`src/rtl/qdac_tx_pkg.sv`:
```
package qdac_tx_pkg;

    typedef enum logic [2:0] {
        ST_IDLE,
        ST_BIT_HI,
        ST_BIT_LO,
        ST_LATCH_A,
        ST_LATCH_B,
        ST_GAP,
        ST_UPD_A,
        ST_UPD_B
    } tx_state_e;

endpackage

```
`src/rtl/qdac_tick_gen.sv`:
```
module qdac_tick_gen #(
    parameter int HALF_DIV = 4
) (
    input  logic clk,
    input  logic rst_n,
    input  logic run_i,
    output logic tick_o
);
    localparam int CW = (HALF_DIV > 1) ? $clog2(HALF_DIV) : 1;
    localparam logic [CW-1:0] LAST = CW'(HALF_DIV - 1);

    logic [CW-1:0] cnt_q;

    assign tick_o = run_i && (cnt_q == LAST);

    always_ff @(posedge clk or negedge rst_n) begin
        if (!rst_n)
            cnt_q <= '0;
        else if (!run_i || tick_o)
            cnt_q <= '0;
        else
            cnt_q <= cnt_q + 1'b1;
    end

    AST_CNT_RANGE: assert property (@(posedge clk) disable iff (!rst_n)
        cnt_q <= LAST);

endmodule

```
`src/rtl/qdac_frame_shreg.sv`:
```
module qdac_frame_shreg #(
    parameter int FRAME_W = 11
) (
    input  logic               clk,
    input  logic               rst_n,
    input  logic               load_i,
    input  logic [FRAME_W-1:0] word_i,
    input  logic               shift_i,
    output logic               msb_o,
    output logic               last_o
);
    localparam int NW = $clog2(FRAME_W);

    logic [FRAME_W-1:0] word_q;
    logic [NW-1:0]      left_q;

    assign msb_o  = word_q[FRAME_W-1];
    assign last_o = (left_q == '0);

    always_ff @(posedge clk or negedge rst_n) begin
        if (!rst_n) begin
            word_q <= '0;
            left_q <= '0;
        end else if (load_i) begin
            word_q <= word_i;
            left_q <= NW'(FRAME_W - 1);
        end else if (shift_i) begin
            word_q <= {word_q[FRAME_W-2:0], 1'b0};
            left_q <= left_q - 1'b1;
        end
    end

    AST_NO_SHIFT_PAST_END: assert property (@(posedge clk) disable iff (!rst_n)
        shift_i |-> !last_o);
    AST_LOAD_SHIFT_EXCL: assert property (@(posedge clk) disable iff (!rst_n)
        !(load_i && shift_i));

endmodule

```
`src/rtl/qdac_cmd_tx.sv`:
```
module qdac_cmd_tx
    import qdac_tx_pkg::*;
#(
    parameter int HALF_DIV = 4,
    parameter int CHAN_W   = 2,
    parameter int CODE_W   = 8
) (
    input  logic              clk,
    input  logic              rst_n,
    input  logic              cmd_valid,
    output logic              cmd_ready,
    input  logic [CHAN_W-1:0] cmd_chan,
    input  logic              cmd_gain,
    input  logic [CODE_W-1:0] cmd_code,
    input  logic              cmd_update,
    output logic              ser_clk,
    output logic              ser_data,
    output logic              latch_n,
    output logic              update_n,
    output logic              busy
);
    localparam int FRAME_W = CHAN_W + 1 + CODE_W;

    tx_state_e state_q, state_d;
    logic      tick, last_bit, accept, shift, upd_q;

    assign cmd_ready = (state_q == ST_IDLE);
    assign accept    = cmd_valid && cmd_ready;
    assign shift     = (state_q == ST_BIT_LO) && tick && !last_bit;

    qdac_tick_gen #(.HALF_DIV(HALF_DIV)) u_tick (
        .clk    (clk),
        .rst_n  (rst_n),
        .run_i  (state_q != ST_IDLE),
        .tick_o (tick)
    );

    qdac_frame_shreg #(.FRAME_W(FRAME_W)) u_shreg (
        .clk     (clk),
        .rst_n   (rst_n),
        .load_i  (accept),
        .word_i  ({cmd_chan, cmd_gain, cmd_code}),
        .shift_i (shift),
        .msb_o   (ser_data),
        .last_o  (last_bit)
    );

    always_ff @(posedge clk or negedge rst_n) begin
        if (!rst_n)
            upd_q <= 1'b0;
        else if (accept)
            upd_q <= cmd_update;
    end

    always_comb begin
        state_d = state_q;
        unique case (state_q)
            ST_IDLE:    if (accept) state_d = ST_BIT_HI;
            ST_BIT_HI:  if (tick)   state_d = ST_BIT_LO;
            ST_BIT_LO:  if (tick)   state_d = last_bit ? ST_LATCH_A : ST_BIT_HI;
            ST_LATCH_A: if (tick)   state_d = ST_LATCH_B;
            ST_LATCH_B: if (tick)   state_d = upd_q ? ST_GAP : ST_IDLE;
            ST_GAP:     if (tick)   state_d = ST_UPD_A;
            ST_UPD_A:   if (tick)   state_d = ST_UPD_B;
            ST_UPD_B:   if (tick)   state_d = ST_IDLE;
            default:                state_d = ST_IDLE;
        endcase
    end

    always_ff @(posedge clk or negedge rst_n) begin
        if (!rst_n)
            state_q <= ST_IDLE;
        else
            state_q <= state_d;
    end

    always_ff @(posedge clk or negedge rst_n) begin
        if (!rst_n) begin
            ser_clk  <= 1'b1;
            latch_n  <= 1'b1;
            update_n <= 1'b1;
            busy     <= 1'b0;
        end else begin
            ser_clk  <= (state_d != ST_BIT_LO);
            latch_n  <= !((state_d == ST_LATCH_A) || (state_d == ST_LATCH_B));
            update_n <= !((state_d == ST_UPD_A) || (state_d == ST_UPD_B));
            busy     <= (state_d != ST_IDLE);
        end
    end

    AST_READY_LOW_IN_STROBE: assert property (@(posedge clk) disable iff (!rst_n)
        (!latch_n || !update_n || !ser_clk) |-> !cmd_ready);
    AST_BUSY_FROM_ACCEPT: assert property (@(posedge clk) disable iff (!rst_n)
        $rose(busy) |-> $past(cmd_valid));
    AST_DATA_HELD_LOW: assert property (@(posedge clk) disable iff (!rst_n)
        (!ser_clk && $past(!ser_clk)) |-> $stable(ser_data));
    AST_UPDATE_AFTER_LATCH: assert property (@(posedge clk) disable iff (!rst_n)
        $fell(update_n) |-> (latch_n && $past(latch_n)));

endmodule

```
`config.mk`:
```
export PLATFORM = sky130hd
export DESIGN_NAME = qdac_cmd_tx
export DESIGN_NICKNAME = d
export VERILOG_FILES = /design/src/rtl/qdac_tx_pkg.sv /design/src/rtl/qdac_tick_gen.sv /design/src/rtl/qdac_frame_shreg.sv /design/src/rtl/qdac_cmd_tx.sv
export SDC_FILE = /design/constraint.sdc
export NUM_CORES = 1
export LEC_CHECK = 0
export ABC_AREA = 1
export CAP_MARGIN = 20
export CORE_MARGIN = 3
export CORE_UTILIZATION = 47
export DETAILED_ROUTE_END_ITERATION = 10
export HOLD_SLACK_MARGIN = 0.06
export PLACE_DENSITY = 0.71
export SLEW_MARGIN = 20
export SYNTH_ARGS = -nofsm -noshare
export SYNTH_HDL_FRONTEND = slang
export SYNTH_HIERARCHICAL = 1
export SYNTH_SLANG_ARGS = --single-unit
```
`constraint.sdc`:
```
create_clock -name clk -period 2.3 [get_ports clk]
set_input_delay 0.46 -clock clk [delete_from_list [all_inputs] [get_ports clk]]
set_output_delay 0.46 -clock clk [all_outputs]
set_load 0.1 [all_outputs]
```
==> results of run 1 <==
==> synthesized netlist by cell type <==
cell      count
buf_2         1
nand2_2       2
buf_4         1
nand3_1      18
dfstp_2       3
a22o_1        1
inv_2         7
nand2_1      52
a21oi_4       1
a22oi_1       1
dfrtp_1      22
inv_1        11
nor3_1        2
a21oi_1       3
ha_1          2
buf_6         1
nand3_2       2
nor2_1       10
nand4_1       1
a21oi_2       1
nor2_2        2
o21ai_0       3
a211oi_1      1
==> area by class of cell <==
type                            count  area, µm²  share of cell area, %
Sequential cell                    25      629.4                  42.74
Multi-Input combinational cell    102      493.0                  33.48
Timing Repair Buffer               23      220.2                  14.95
Inverter                           18      67.56                  4.588
Tap cell                           28      35.03                  2.379
Clock buffer                        3      22.52                  1.529
Clock inverter                      1      5.005                 0.3398
==> stage by stage <==
step	setup WS (ps)	hold WS (ps)	power (mW)
final	343.5	432.3	1.873
after global routing	167.1	439.0	2.020
after CTS	255.6	427.9	1.889
after detailed placement	293.6	437.0	1.697
after global placement	356.9	420.3	1.673
after floorplan	523.7	164.4	1.445
==> cells in the final DEF, fill, tap and decap left out <==
cell type,n
nand3_1,18
inv_1,11
nor2_1,10
nand3_2,2
a22oi_1,1
ha_1,2
a21oi_2,1
a211oi_1,1
nand2_2,2
buf_12,1
a21oi_4,1
nor2_2,1
a22o_1,1
a21oi_1,3
clkdlybuf4s50_1,14
nand2_1,52
nor2_4,1
inv_2,7
buf_4,8
nor3_1,2
clkinv_2,1
clkbuf_4,3
dfstp_2,3
dfrtp_1,22
nand4_1,1
o21ai_0,3
==> routing by layer <==
layer / track usage [%] / wire length [µm]
met5: 0 / 0
met4: 3.729 / 0
met3: 5.747 / 136
met2: 23.76 / 1059
met1: 20.58 / 1082
==> final timing paths <==
check / end / depth (start not counted) / slack, ps / startpoint
hold / removal: state_q[0]$_DFF_PN0_ / 1 / 430 / rst_n
min in group clk: u_tick/cnt_q[0]$_DFF_PN0_ / 1 / 460 / u_tick/cnt_q[0]$_DFF_PN0_
setup reg to reg: u_shreg/left_q[1]$_DFFE_PN0P_ / 9 / 340 / state_q[1]$_DFF_PN0_
hold reg to reg: u_tick/cnt_q[0]$_DFF_PN0_ / 1 / 460 / u_tick/cnt_q[0]$_DFF_PN0_
max in group asynchronous: u_shreg/word_q[9]$_DFFE_PN0P_ / 2 / 1300 / rst_n
setup / recovery: u_shreg/left_q[1]$_DFFE_PN0P_ / 9 / 340 / state_q[1]$_DFF_PN0_
==> power by group through the flow <==
stage	Sequential, mW	Clock [mW]	Combinational (mW)
floorplan	0.932	0	0.513
CTS	0.712	0.199	0.977
finish	0.713	0.190	0.971
global placement	0.716	0	0.957
detailed placement	0.722	0	0.975
global route	0.736	0.218	1.07
==> sequential cells by signal, summed over array words and instances (netlist names) <==
| register | count |
|---|---|
| u_shreg/word_q | 11 |
| u_shreg/left_q | 4 |
| state_q | 3 |
| u_tick/cnt_q | 2 |
| busy | 1 |
| latch_n | 1 |
| ser_clk | 1 |
| upd_q | 1 |
| update_n | 1 |
==> cell families (layout without fill, tap and decap cells) <==
family	count (synthesis)	in the layout	synth area share, %
DFF	25	25	52.07
AOI/OAI and AO/OA	11	11	6.522
buffers and inverters	21	45	7.557
adders and majority gates	2	2	2.070
and+or+nand+nor	89	89	31.78
==> timing repair <==
| item | 4_1_cts | 5_1_grt |
|---|---|---|
| gates resized for setup | 0 | 1 |
| buffers inserted | 0 | 0 |
| setup endpoints to repair | 0 | 1 |
| hold endpoints to repair | 0 | 0 |
==> critical path, cell delays in order (launching register included) <==
cell and delay, ps:
dfrtp_1 480, inv_2 120, nand3_2 130, nand2_1 90, inv_1 80, inv_1 150
nor3_1 100, buf_4 150, nor2_2 360, a22oi_1 160
==> impl_metrics.tcl, run 1 <==
set metrics [dict create \
    cap_viol_max_count 0 \
    grt_pass1_vias 892 \
    fin_crit_sh_pct 85.06 \
    start_util_pct 52.13 \
    chipWidth_um 56.71 \
    crit_type "register to register" \
    grt_start_max_net_pins 17 \
    wirelength_um 2278 \
    skew_ps 2.131 \
    postPlaceCellArea_um2 1440 \
    clock_path_buffers 2 \
    area_growth_pct 21.84 \
    ys_warn_count 6 \
    powerDensity_nw_per_um2 1272 \
    crit_path_end_kind "register" \
    ant_nets 0 \
    cts_made_buffers 3 \
    cp-start-kind "register" \
    final_layout_size_suffix_gt1_share_pct 18.02 \
    fin_area_um2 1473 \
    synth_top_area_share_pct 45.55 \
    tightestPinTransition_ps 460.4 \
    num_io_pins 21 \
    fin_cells 200 \
    rows 17 \
    power_frac_comb_pct 51.8 \
    synth-seq-area-share_pct 52.07 \
    place_hpwl_um 1740 \
    drc_errors 0 \
    ys_ff_latch 25 \
    wl_per_cell_um 11.39 \
    hold_violations 0 \
    arrival_ps 2140 \
    status "finished clean" \
    p_sw_share_pct 48.54 \
    overflow 0 \
    fin_nets 190 \
    cts_root_buf "clkbuf_4" \
    hold_path.class "input port to asynchronous set/reset pin" \
    seqPwrFrac_pct 38.1 \
    synth_fp_nets 165 \
    place_congestion 0.9035 \
    cts_tree "built" \
    rsz0062_at_grt "no" \
    crit_fanout 12 \
    finalSetupTns_ps 0 \
    synth_top_cells_by_area "dfrtp_1, nand2_1, nand3_1, dfstp_2, inv_1" \
    slew_viol_final 0 \
    setup-violations-final 0 \
    leakagePower_nw 0.7391 \
    slew_headroom_pct 69.28 \
    clk_pin_slew_worst_paths_ps 130 \
    port_buffers 20 \
    p_switching_mw 0.9093 \
    die-area_um2 3216 \
    drt-initial-drc-count 24 \
    dp.cells 196 \
    cts_sinks 25 \
    p_clk_share_pct 10.1 \
    nFillCells 212 \
    grt_pass1_wl_um 3926 \
    ctsHoldBuffers 0 \
    netlist_instances 148 \
    final_util_pct 63.52 \
    drt-vias-per-instance 4.900 \
    core_area_um2 2318 \
    netlist_area_um2 1209 \
    worstPathRequired_ps 2480 \
    internal_power_mw 0.9641 \
    ys_types 23 \
    die_h_um 56.71 \
    yosysTopAreaCell "dfrtp_1" \
    syn_avg_cell_area_um2 8.167 \
    insertion_delay_ps 310 \
    antenna_found_initial 0 \
    grtUsageTotal_pct 15.47 \
    cts_max_level 1 \
    antennaDiodeCount 0 \
    ir_worst_vdd_uv 955.3 \
    first_pass_iters 4 \
    fin_crit_ps 1956 \
    vias 980 \
    fmax_ghz 0.5111 \
]
Power figures use the tool's default switching activity.
==> run 2, diff against run 1 <==
Settings changed: CTS_CLUSTER_DIAMETER from default to 120.
==> results of run 2 <==
No change in the layout: final DEF, timing and power equal those of run 1.
==> run 3, diff against run 2 <==
Settings changed: SKIP_CTS_REPAIR_TIMING from default to 1, TNS_END_PERCENT from default to 20.
==> results of run 3 <==
No change in the layout: final DEF, timing and power equal those of run 1.
